<file path="src/rtl/ide_rt_pkg.sv">
package ide_rt_pkg;
  localparam int NUM_WIN = 5;
  localparam int NUM_CH  = 2;
  localparam int NUM_DRV = 2 * NUM_CH;

  typedef enum logic [2:0] {
    WIN_PCMD = 3'd0,
    WIN_PCTL = 3'd1,
    WIN_SCMD = 3'd2,
    WIN_SCTL = 3'd3,
    WIN_BM   = 3'd4,
    WIN_NONE = 3'd5
  } win_e;

  typedef enum logic [1:0] {
    ACT_LOCAL = 2'd0,
    ACT_BM    = 2'd1,
    ACT_DRV   = 2'd2
  } act_e;

  typedef enum logic [1:0] {
    ST_IDLE = 2'd0,
    ST_BM   = 2'd1,
    ST_LO   = 2'd2,
    ST_HI   = 2'd3
  } st_e;

  localparam logic [1:0] SZ_BYTE = 2'd0;
  localparam logic [1:0] SZ_HALF = 2'd1;
  localparam logic [1:0] SZ_WORD = 2'd2;
  localparam logic [2:0] CFG_CMD = 3'd5;
endpackage

</file>
<file path="src/rtl/ide_rt_windows.sv">
module ide_rt_windows
  import ide_rt_pkg::*;
#(
  parameter int AW       = 16,
  parameter int CMD_SPAN = 8,
  parameter int CTL_SPAN = 4,
  parameter int BM_SPAN  = 16,
  parameter int OW       = 4
) (
  input  logic          clk,
  input  logic          rst,
  input  logic          cfg_wr,
  input  logic [2:0]    cfg_sel,
  input  logic [AW-1:0] cfg_wdata,
  input  logic [AW-1:0] addr,
  output logic          io_en,
  output logic          bm_en,
  output win_e          win,
  output logic [OW-1:0] offset
);
  logic [NUM_WIN-1:0][AW-1:0] base_q;
  logic [NUM_WIN-1:0][AW-1:0] rel;
  logic [NUM_WIN-1:0]         hit;

  always_ff @(posedge clk) begin
    if (rst) begin
      base_q <= '0;
      io_en  <= 1'b0;
      bm_en  <= 1'b0;
    end else if (cfg_wr) begin
      for (int i = 0; i < NUM_WIN; i++) begin
        if (cfg_sel == 3'(i) && cfg_wdata != '0) base_q[i] <= cfg_wdata;
      end
      if (cfg_sel == CFG_CMD) begin
        io_en <= cfg_wdata[0];
        bm_en <= cfg_wdata[2];
      end
    end
  end

  for (genvar gi = 0; gi < NUM_WIN; gi++) begin : g_win
    localparam int SPAN = (gi == NUM_WIN - 1) ? BM_SPAN :
                          ((gi % 2) == 1)     ? CTL_SPAN : CMD_SPAN;
    assign rel[gi] = addr - base_q[gi];
    assign hit[gi] = (addr >= base_q[gi]) && (rel[gi] < AW'(SPAN));
  end

  always_comb begin
    win    = WIN_NONE;
    offset = '0;
    for (int i = NUM_WIN - 1; i >= 0; i--) begin
      if (hit[i]) begin
        win    = win_e'(i);
        offset = rel[i][OW-1:0];
      end
    end
  end
endmodule

</file>
<file path="src/rtl/ide_rt_devsel.sv">
module ide_rt_devsel
  import ide_rt_pkg::*;
(
  input  logic clk,
  input  logic rst,
  input  logic set_en,
  input  logic set_val,
  input  logic chan,
  output logic dev_eff
);
  logic [NUM_CH-1:0] dev_q;

  always_ff @(posedge clk) begin
    if (rst) dev_q <= '0;
    else if (set_en) dev_q[chan] <= set_val;
  end

  assign dev_eff = set_en ? set_val : dev_q[chan];
endmodule

</file>
<file path="src/rtl/ide_rt_seq.sv">
module ide_rt_seq
  import ide_rt_pkg::*;
#(
  parameter int OW = 4
) (
  input  logic          clk,
  input  logic          rst,
  input  logic          accept,
  input  act_e          act,
  input  logic          err_ev,
  input  logic          split,
  input  logic          byte_acc,
  input  logic          wr,
  input  logic [1:0]    idx,
  input  logic          chan,
  input  logic          ctrl,
  input  logic [OW-1:0] offset,
  input  logic [1:0]    size,
  input  logic [31:0]   wdata,
  output logic          ready,
  output logic          rsp_valid,
  output logic [31:0]   rsp_rdata,
  output logic          err_flag,
  output logic          drv_valid,
  output logic          drv_write,
  output logic [1:0]    drv_idx,
  output logic          drv_ctrl,
  output logic [OW-1:0] drv_offset,
  output logic [15:0]   drv_wdata,
  input  logic [15:0]   drv_rdata,
  output logic          bm_valid,
  output logic          bm_write,
  output logic          bm_chan,
  output logic [OW-1:0] bm_offset,
  output logic [1:0]    bm_size,
  output logic [31:0]   bm_wdata,
  input  logic [31:0]   bm_rdata
);
  st_e         st;
  logic        split_q, byte_q;
  logic [15:0] hi_q, lo_q;

  assign ready = (st == ST_IDLE);

  always_ff @(posedge clk) begin
    if (rst) begin
      st <= ST_IDLE;
      rsp_valid <= 1'b0;
      rsp_rdata <= '0;
      err_flag <= 1'b0;
      drv_valid <= 1'b0;
      drv_write <= 1'b0;
      drv_idx <= '0;
      drv_ctrl <= 1'b0;
      drv_offset <= '0;
      drv_wdata <= '0;
      bm_valid <= 1'b0;
      bm_write <= 1'b0;
      bm_chan <= 1'b0;
      bm_offset <= '0;
      bm_size <= '0;
      bm_wdata <= '0;
      split_q <= 1'b0;
      byte_q <= 1'b0;
      hi_q <= '0;
      lo_q <= '0;
    end else begin
      rsp_valid <= 1'b0;
      case (st)
        ST_IDLE: begin
          if (accept) begin
            if (err_ev) err_flag <= 1'b1;
            case (act)
              ACT_BM: begin
                bm_valid  <= 1'b1;
                bm_write  <= wr;
                bm_chan   <= chan;
                bm_offset <= offset;
                bm_size   <= size;
                bm_wdata  <= wdata;
                st        <= ST_BM;
              end
              ACT_DRV: begin
                drv_valid  <= 1'b1;
                drv_write  <= wr;
                drv_idx    <= idx;
                drv_ctrl   <= ctrl;
                drv_offset <= offset;
                drv_wdata  <= byte_acc ? {8'h00, wdata[7:0]} : wdata[15:0];
                hi_q       <= wdata[31:16];
                split_q    <= split;
                byte_q     <= byte_acc;
                st         <= ST_LO;
              end
              default: begin
                rsp_valid <= 1'b1;
                rsp_rdata <= '0;
              end
            endcase
          end
        end
        ST_BM: begin
          bm_valid  <= 1'b0;
          rsp_valid <= 1'b1;
          rsp_rdata <= bm_write ? 32'h0 : bm_rdata;
          st        <= ST_IDLE;
        end
        ST_LO: begin
          if (split_q) begin
            lo_q      <= drv_rdata;
            drv_wdata <= hi_q;
            st        <= ST_HI;
          end else begin
            drv_valid <= 1'b0;
            rsp_valid <= 1'b1;
            if (drv_write)   rsp_rdata <= '0;
            else if (byte_q) rsp_rdata <= {24'h0, drv_rdata[7:0]};
            else             rsp_rdata <= {16'h0, drv_rdata};
            st        <= ST_IDLE;
          end
        end
        default: begin
          drv_valid <= 1'b0;
          rsp_valid <= 1'b1;
          rsp_rdata <= drv_write ? 32'h0 : {drv_rdata, lo_q};
          st        <= ST_IDLE;
        end
      endcase
    end
  end
endmodule

</file>
<file path="src/rtl/ide_addr_router.sv">
module ide_addr_router
  import ide_rt_pkg::*;
#(
  parameter int AW         = 16,
  parameter int CMD_SPAN   = 8,
  parameter int CTL_SPAN   = 4,
  parameter int BM_SPAN    = 16,
  parameter int BM_SEC_OFS = 8,
  parameter int DATA_OFS   = 0,
  parameter int SEL_OFS    = 6,
  parameter int SEL_BIT    = 4,
  localparam int OW        = $clog2(BM_SPAN)
) (
  input  logic          clk,
  input  logic          rst,
  input  logic          cfg_wr,
  input  logic [2:0]    cfg_sel,
  input  logic [AW-1:0] cfg_wdata,
  input  logic          req_valid,
  output logic          req_ready,
  input  logic          req_write,
  input  logic [AW-1:0] req_addr,
  input  logic [1:0]    req_size,
  input  logic [31:0]   req_wdata,
  output logic          rsp_valid,
  output logic [31:0]   rsp_rdata,
  output logic          err_flag,
  input  logic [3:0]    drv_present,
  output logic          drv_valid,
  output logic          drv_write,
  output logic [1:0]    drv_idx,
  output logic          drv_ctrl,
  output logic [OW-1:0] drv_offset,
  output logic [15:0]   drv_wdata,
  input  logic [15:0]   drv_rdata,
  output logic          bm_valid,
  output logic          bm_write,
  output logic          bm_chan,
  output logic [OW-1:0] bm_offset,
  output logic [1:0]    bm_size,
  output logic [31:0]   bm_wdata,
  input  logic [31:0]   bm_rdata
);
  logic          io_en_w, bm_en_w;
  win_e          win;
  logic [OW-1:0] offset;
  logic          is_cmd, is_ctl, is_bm, unmapped, chan;
  logic          data_port, size_ok, sel_wr, dev_eff, present;
  logic          accept, err_ev, local_done, split;
  logic [1:0]    idx;
  act_e          act;

  ide_rt_windows #(
    .AW(AW), .CMD_SPAN(CMD_SPAN), .CTL_SPAN(CTL_SPAN),
    .BM_SPAN(BM_SPAN), .OW(OW)
  ) u_windows (
    .clk(clk), .rst(rst), .cfg_wr(cfg_wr), .cfg_sel(cfg_sel),
    .cfg_wdata(cfg_wdata), .addr(req_addr), .io_en(io_en_w),
    .bm_en(bm_en_w), .win(win), .offset(offset)
  );

  assign is_cmd    = (win == WIN_PCMD) || (win == WIN_SCMD);
  assign is_ctl    = (win == WIN_PCTL) || (win == WIN_SCTL);
  assign is_bm     = (win == WIN_BM);
  assign unmapped  = (win == WIN_NONE);
  assign chan      = (win == WIN_SCMD) || (win == WIN_SCTL) ||
                     (is_bm && (offset >= OW'(BM_SEC_OFS)));
  assign data_port = is_cmd && (offset == OW'(DATA_OFS));
  assign size_ok   = is_bm     ? (req_size != 2'd3) :
                     data_port ? ((req_size == SZ_HALF) || (req_size == SZ_WORD)) :
                                 (req_size == SZ_BYTE);
  assign accept    = req_valid && req_ready;
  assign sel_wr    = accept && io_en_w && is_cmd && req_write && size_ok &&
                     (offset == OW'(SEL_OFS));

  ide_rt_devsel u_devsel (
    .clk(clk), .rst(rst), .set_en(sel_wr), .set_val(req_wdata[SEL_BIT]),
    .chan(chan), .dev_eff(dev_eff)
  );

  assign idx        = {chan, dev_eff};
  assign present    = drv_present[idx];
  assign split      = data_port && (req_size == SZ_WORD);
  assign err_ev     = unmapped || (io_en_w && !size_ok);
  assign local_done = unmapped || !io_en_w || !size_ok ||
                      (is_bm && req_write && !bm_en_w) ||
                      ((is_cmd || is_ctl) && !present);
  assign act        = local_done ? ACT_LOCAL : (is_bm ? ACT_BM : ACT_DRV);

  ide_rt_seq #(.OW(OW)) u_seq (
    .clk(clk), .rst(rst), .accept(accept), .act(act), .err_ev(err_ev),
    .split(split), .byte_acc(req_size == SZ_BYTE), .wr(req_write),
    .idx(idx), .chan(chan), .ctrl(is_ctl), .offset(offset),
    .size(req_size), .wdata(req_wdata), .ready(req_ready),
    .rsp_valid(rsp_valid), .rsp_rdata(rsp_rdata), .err_flag(err_flag),
    .drv_valid(drv_valid), .drv_write(drv_write), .drv_idx(drv_idx),
    .drv_ctrl(drv_ctrl), .drv_offset(drv_offset), .drv_wdata(drv_wdata),
    .drv_rdata(drv_rdata), .bm_valid(bm_valid), .bm_write(bm_write),
    .bm_chan(bm_chan), .bm_offset(bm_offset), .bm_size(bm_size),
    .bm_wdata(bm_wdata), .bm_rdata(bm_rdata)
  );
endmodule

</file>
<file path="config.mk">
export PLATFORM = sky130hd
export DESIGN_NAME = ide_addr_router
export DESIGN_NICKNAME = d
export VERILOG_FILES = /design/src/rtl/ide_rt_pkg.sv /design/src/rtl/ide_rt_windows.sv /design/src/rtl/ide_rt_devsel.sv /design/src/rtl/ide_rt_seq.sv /design/src/rtl/ide_addr_router.sv
export SDC_FILE = /design/constraint.sdc
export NUM_CORES = 1
export LEC_CHECK = 0
export ABC_CLOCK_PERIOD_IN_PS = 8200
export BUFFER_PORTS_ARGS = -buffer_cell sky130_fd_sc_hd__buf_2
export CORE_UTILIZATION = 58
export DETAILED_ROUTE_END_ITERATION = 8
export PLACE_DENSITY = 0.82
export SETUP_SLACK_MARGIN = 0.3
export SYNTH_ARGS = -nofsm -noshare
export SYNTH_HDL_FRONTEND = slang
export SYNTH_HIERARCHICAL = 1
export SYNTH_SLANG_ARGS = --single-unit
</file>
<file path="constraint.sdc">
create_clock -name clk -period 8.2 [get_ports clk]
set_input_delay 1.64 -clock clk [delete_from_list [all_inputs] [get_ports clk]]
set_output_delay 1.64 -clock clk [all_outputs]
set_load 0.005 [all_outputs]
</file>
==> results.md, run 1 <==
* Detail Route Antenna Nets at 0
* Cts bufs inserted at 24
* Worst Path Required at 8630 ps
* R2R depth at 26
* Mapped Avg Cell Area at ~8 sq um
* Synthesized area at 13600 sq um
* Largest stage delay on the critical path at approximately 560 ps
* Min-delay src: u_seq/bm_wdata[30]
* Max VDD drop at 0.188 mV
* PD cells at 159 nW/um^2
* R2r setup slk at 1370 ps
* Hold_buf cts at 0
* Wire per inst at ~18 um
* Num rows at between 50 and 60
* Final setup viols at 0
* Root Buffer: clkbuf_16
* Detailed Routing Iterations Pass 1 at 5
* Post-synth top area share at between 30% and 40%
* Post-route minimum period at 7790 ps
* Critical Path End Type: register
* Most used cell along the critical path: nor3_2
* Clock sink count at 220
* Via count at approximately 14000
* Cell area after layout at approximately 16000 sq um
* Fmax at 128 MHz
* Leakage power at 6.77 nW
* CTS clk-pin slew, worst paths at 60 ps
* Largest family of logic cells by synthesized area: simple AND/OR/NAND/NOR gates
* Worst-Skew Late Latency at 530 ps
* CTS tree: done
* Synth area leader: dfxtp_1
* Syn-to-layout area delta at 16.1%
* Mux share of post-synthesis cell area at 7.33%
* Vias per inst at between 6 and 7
* Final WL at 41.2 mm
* Part of the power in the clock network at 40.8%
* Initial antenna violation count at 2
* Reg2reg end: u_seq/rsp_rdata[10]
* Top_reg_cell synth: dfxtp_1
* Max-slew violations at 0
* WS Path Type: in2reg
* Chip height at 155 um
* H-tree levels at 1
* Finished Layout Cells at 2236
* Sw Ratio at 27.6%
* CP top delay family: simple AND/OR/NAND/NOR gates
* Max-Cap Viols at 0
* Vias in the first global route at 12403
* Distinct cell type count after synthesis at between 80 and 90
* GRT Overall Usage at 32.6%
* Cells after synthesis at 1711
* IO Pins at 227
* Synth warn at 6
* Initial core utilization at 59.5%
* Synth Area in Compound Gates at 19.1%
* XOR/XNOR share of the synthesized area at 1.61%
* Comb pwr share at 15.8%
* Synth area leaders: dfxtp_1, ha_1, mux2i_1, nand2_1, a21oi_1
* Share of layout cells above drive strength 1 at 17.6%
* Crit path arrival time at about 8200 ps
* Worst Skew at 10.3 ps
* Period utilization at 95.0%
* RSZ-0062 raised after global routing: false
* DRC viols at 0
* Net count reported at finish at 2120
* EDFF count, synth at 0
* Fin. Hold Viols at 0
* Die area at 24000 sq um
* Worst setup SP type: input port
* Worst min-delay path class: reg2reg
* Net Count, Synth at 1927
* Hold Path Depth at 2
* CORE AREA at 22800 sq um
* Cell Area, Placed at roughly 15000 sq um
* Final GP Congestion at roughly 0.92
* Hold WS at 453 ps
* Status: complete, no violations
* Global route overflow at 0
* Synth Area in Adders at 8.58%
* Worst rel slew slack at 17.4%
* Pin count of the biggest net entering global routing at 130
* Int Pwr at around 0.0018 W
* First-pass GRT wire length at 62.9 mm
* Placed cells at 2190
* WHS Endpoint: u_seq/bm_wdata[30]
* Synth cell count leaders: nand2_1, dfxtp_1, a21oi_1
* Worst-case clock buffer depth at 3
* Simple-gate share of the synthesized area at 24.5%
* Critical-path top delay cell: or4_1
* Synth Register Bits at 220
* I/O Buffers at 226
* Setup Fix Bufs, Post-CTS at 0
* Critical-path maximum fanout at 16
* Post-synth ARST share at 0%
* Worst r2r src: u_windows/base_q[1]
* Worst Tran Pin Value at 1240 ps
* Die W at 155 um
* Count leader, synth: nand2_1
* Buffers & Inverters on Critical Path at 3
* Sw Pwr at 0.000693 W
* Register share of total power at 43.4%
* Seq/Total Area, Yosys at 32.5%
* DP HPWL at approximately 29 mm
* First DRT Iteration DRCs at 1427
[through the flow]
step                power, W  util, %  TNS, ps  setup slack, ps
floorplan            0.00136        -        0              698
global placement     0.00149     65.5    -3160             -127
detailed placement   0.00149     65.5   -23250             -441
CTS                  0.00251     68.8        0              330
global route         0.00260     69.1        0              250
finish               0.00251     69.1        0              409
[tightest hold or removal path: cells and delay by family, from the launching register on]
kind,cells,cell delay (ps)
AOI/OAI and AO/OA,1,50
and+or+nand+nor,1,50
DFF,1,300
[kinds of logic after synthesis]
logic type | after synthesis
adders and majority gates | 90
DFF | 220
muxes | 99
buffers and inverters | 205
and+or+nand+nor | 652
AOI/OAI and AO/OA | 420
xor gates and xnor gates | 25
[power groups by stage]
stage / Sequential [W] / Combinational [W] / Clock, W
floorplan: 0.00111 / 0.000251 / 0
global placement: 0.00111 / 0.000375 / 0
detailed placement: 0.00111 / 0.000380 / 0
CTS: 0.00109 / 0.000383 / 0.00103
global route: 0.00109 / 0.000427 / 0.00108
finish: 0.00109 / 0.000397 / 0.00102
[routing by layer]
layer | vias to the layer above | routed length (um) | track usage [%]
li1 | 6487 | - | -
met4 | 0 | 1520 | 13.1
met1 | 6390 | 17100 | 41.9
met2 | 738 | 19000 | 54.6
met3 | 100 | 3590 | 5.26
met5 | - | 0 | 0
[sequential cells by signal (all words and copies together), names as in the netlist]
register / flops
u_seq/byte_q: 1
u_seq/bm_write: 1
u_seq/bm_size: 2
u_seq/split_q: 1
u_windows/bm_en: 1
u_seq/bm_offset: 4
u_seq/drv_wdata: 16
u_seq/rsp_rdata: 32
u_seq/bm_valid: 1
u_seq/drv_valid: 1
u_seq/err_flag: 1
u_seq/bm_chan: 1
u_seq/drv_ctrl: 1
u_windows/base_q: 80
u_devsel/dev_q: 2
u_seq/rsp_valid: 1
u_seq/drv_offset: 4
u_windows/io_en: 1
u_seq/bm_wdata: 32
u_seq/lo_q: 16
u_seq/hi_q: 16
u_seq/drv_idx: 2
u_seq/drv_write: 1
u_seq/st: 2
[worst max path at each step]
stage	startpoint	to	slack, ps	cells after the start
finish	req_addr[1]	u_seq/rsp_rdata[10]	410	27
global route	req_addr[9]	u_seq/rsp_rdata[4]	250	26
CTS	req_addr[1]	u_seq/drv_wdata[14]	330	29
detailed placement	req_addr[1]	u_seq/rsp_rdata[10]	-440	27
global placement	req_addr[1]	u_seq/rsp_rdata[3]	-130	27
floorplan	req_addr[0]	u_seq/rsp_rdata[6]	700	27
[layout make-up]
| cell class | instances | area (sq um) |
|---|---|---|
| diodes | 2 | 5.00 |
| multi-input cells | 1287 | 8360 |
| flip-flops and latches | 220 | 4410 |
| clock inverters | 9 | 62.6 |
| well taps | 313 | 392 |
| inverters | 111 | 417 |
| clock buffers | 34 | 678 |
| fillers | 1885 | 7040 |
| repair buffers | 260 | 1420 |
[timing repair]
item / in CTS / in global routing
pin swaps: 0 / 2
resized for setup: 3 / 11
cloned: 0 / 1
endpoints found under the setup margin: 51 / 117
[cell usage in the layout, fill, tap and decap left out, types with 6 or more instances in the layout]
cell type and count:
a211oi_1 26, a21o_1 9, a21oi_1 176, a311oi_1 18
a31oi_1 13, a32oi_1 7, and3b_1 26, buf_2 225
buf_4 32, clkbuf_1 6, clkbuf_16 24, clkinv_2 6
dfxtp_1 218, ha_1 84, inv_1 109, mux2i_1 97
nand2_1 244, nand2b_1 19, nand3_1 14, nand4_1 28
nor2_1 140, nor2b_1 22, nor3_1 38, nor3b_1 31
nor4_1 25, o211ai_1 8, o21a_1 16, o21ai_0 77
o21ai_1 12, o221ai_1 8, or3_1 13, or4_1 6
xnor2_1 12, xor2_1 13
Note: power is estimated with default switching activity, not from simulation.
==> run 2: changes to the inputs <==
- REMOVE_ABC_BUFFERS: not set -> 1
- SLEW_MARGIN: not set -> 25
==> results.md, run 2 (synthesized netlist as in run 1, its figures left out) <==
* Worst Setup EP: u_seq/rsp_rdata[13]
* Initial core utilization at 59.5%
* Most frequent cells in the layout: nand2_1, buf_2, dfxtp_1
* Fin. Hold Viols at 0
* Final GP Congestion at 1.01
* Placed cells at 2180
* Most common cell after layout, fill and taps aside: nand2_1
* I/O Buffers at 226
* RSZ-0062 raised after global routing: false
* Worst-case clock buffer depth at 3
* Leakage power at 6.78 nW
* Final WL at 41.0 mm
* Worst setup SP type: input port
* Detail Route Antenna Nets at 0
* Register share of total power at 41.4%
* CP top delay family: simple AND/OR/NAND/NOR gates
* Vias in the first global route at 12546
* Worst r2r src: u_windows/base_q[1]
* Vias per inst at 6.09
* Sw Ratio at 27.1%
* Layout Utilization at between 60% and 70%
* Hold WS at 452 ps
* H-tree levels at 1
* Largest register by flop count: u_windows/base_q
* Number of cells on the critical path at 26
* Global route overflow at 0
* Critical-path maximum fanout at 8
* Clock sink count at 220
* Chip height at between 150 and 200 um
* CORE AREA at between 20000 and 25000 sq um
* Slack of the critical path at 507 ps
* R2r setup slk at 1450 ps
* Most used cell along the critical path: nor3_2
* Share of layout cells above drive strength 1 at 17.7%
* Worst Path Required at slightly below 9000 ps
* Max VDD drop at 0.155 mV
* Sw Pwr at 0.000714 W
* Status: complete, no violations
* Worst Skew at 24.7 ps
* Num rows at 55
* Worst rel slew slack at around 29%
* DP HPWL at between 20 and 30 mm
* CTS tree: done
* Die area at 24000 sq um
* Biggest regs: u_windows/base_q: 80 flops, u_seq/bm_wdata: 32 flops, u_seq/rsp_rdata: 32 flops
* Initial antenna violation count at 4
* Post-route minimum period at 7690 ps
* WS Path Type: in2reg
* Largest register FFs at 80
* CTS clk-pin slew, worst paths at about 70 ps
* First DRT Iteration DRCs at 1300
* Worst Tran Pin Value at about 1100 ps
* Part of the power in the clock network at 43.8%
* First-pass GRT wire length at 63.9 mm
* Reg2reg end: u_seq/rsp_rdata[13]
* Largest stage delay on the critical path at 560 ps
* Buffers & Inverters on Critical Path at 3
* IO Pins at 227
* Syn-to-layout area delta at 16.7%
* Crit path from: req_addr[1]
* Finished Layout Cells at 2229
* Place WS at -190 ps
* DRC viols at 0
* Period utilization at 93.8%
* GRT Overall Usage at between 30 and 40%
* Max-Cap Viols at 0
* Int Pwr at 0.00192 W
* Comb pwr share at 14.8%
* Max-slew violations at 0
* Fmax at 130 MHz
* PD cells at 167 nW/um^2
* Critical-path top delay cell: or4_4
* Worst min-delay path class: reg2reg
* Root Buffer: clkbuf_16
* Crit path arrival time at 8140 ps
* Net count reported at finish at 2111
* Die W at 155 um
* Hold_buf cts at 0
* Wire per inst at between 15 and 20 um
* Final setup viols at 0
* Detailed Routing Iterations Pass 1 at 6
* Via count at roughly 14000
* Worst-Skew Late Latency at about 550 ps
* Critical Path End Type: register
* Cts bufs inserted at 25
* R2R depth at 26
* Pin count of the biggest net entering global routing at 126
-- run 2: cell count changes in the layout (fill, tap and decap cells not counted), moves of 2 or more --
cell        delta
clkinvlp_4     +2
nor4_1         -2
nor4_2         +2
bufinv_16      +3
and3b_2        +2
buf_4         -12
clkbuf_1       -3
diode_2        +2
-- run 2: cell type report --
| cell class | instances | area [sq um] |
|---|---|---|
| flip-flops and latches | 220 | 4410 |
| fillers | 1885 | 6960 |
| clock buffers | 31 | 678 |
| inverters | 111 | 420 |
| diodes | 4 | 10.0 |
| well taps | 313 | 392 |
| clock inverters | 13 | 160 |
| repair buffers | 250 | 1360 |
| multi-input cells | 1287 | 8390 |
-- run 2: routing by layer --
layer / global-route usage (%) / part of all wire (%) / vias up
met3: 4.74 / 7.1 / 119
met2: 56.4 / 48 / 633
li1: - / - / 6456
met5: 0 / 0 / -
met4: 17.4 / 4.6 / 0
met1: 40.2 / 40 / 6360
-- run 2: worst min-delay path, cell delays in order (launching register included) --
cell	delay, ps
dfxtp_1	310
nand2_1	50
a21oi_1	50
-- run 2: worst min-delay path by stage --
stage                            start                  to  slack [ps]  cells after the start
floorplan              u_windows/bm_en     u_windows/bm_en         430                      2
global placement         u_seq/hi_q[8]       u_seq/hi_q[8]         440                      2
detailed placement       u_seq/hi_q[6]       u_seq/hi_q[6]         440                      2
CTS                      u_seq/lo_q[4]       u_seq/lo_q[4]         450                      2
global route        u_seq/bm_wdata[25]  u_seq/bm_wdata[25]         460                      2
finish                   u_seq/hi_q[6]       u_seq/hi_q[6]         450                      2
-- run 2: power groups by stage --
stage               Combinational, W  Sequential (W)  Clock, W
floorplan                   0.000235         0.00111         0
detailed placement          0.000375         0.00111         0
CTS                         0.000378         0.00109   0.00117
global placement            0.000370         0.00111         0
global route                0.000425         0.00109   0.00121
finish                      0.000391         0.00109   0.00115
-- run 2: per-stage QoR --
step | TNS [ps] | total power, W | cell area (sq um)
CTS | 0 | 0.00263 | 15700
floorplan | 0 | 0.00135 | 13100
detailed placement | -2220 | 0.00149 | 14900
finish | 0 | 0.00263 | 15800
global placement | 0 | 0.00148 | 14900
global route | 0 | 0.00273 | 15800
-- run 2: repair_timing --
| item | CTS | global route |
|---|---|---|
| setup buffers | 0 | 0 |
| setup endpoints to repair | 0 | 117 |
| hold endpoints to repair | 0 | 0 |
| gates resized for setup | 0 | 22 |
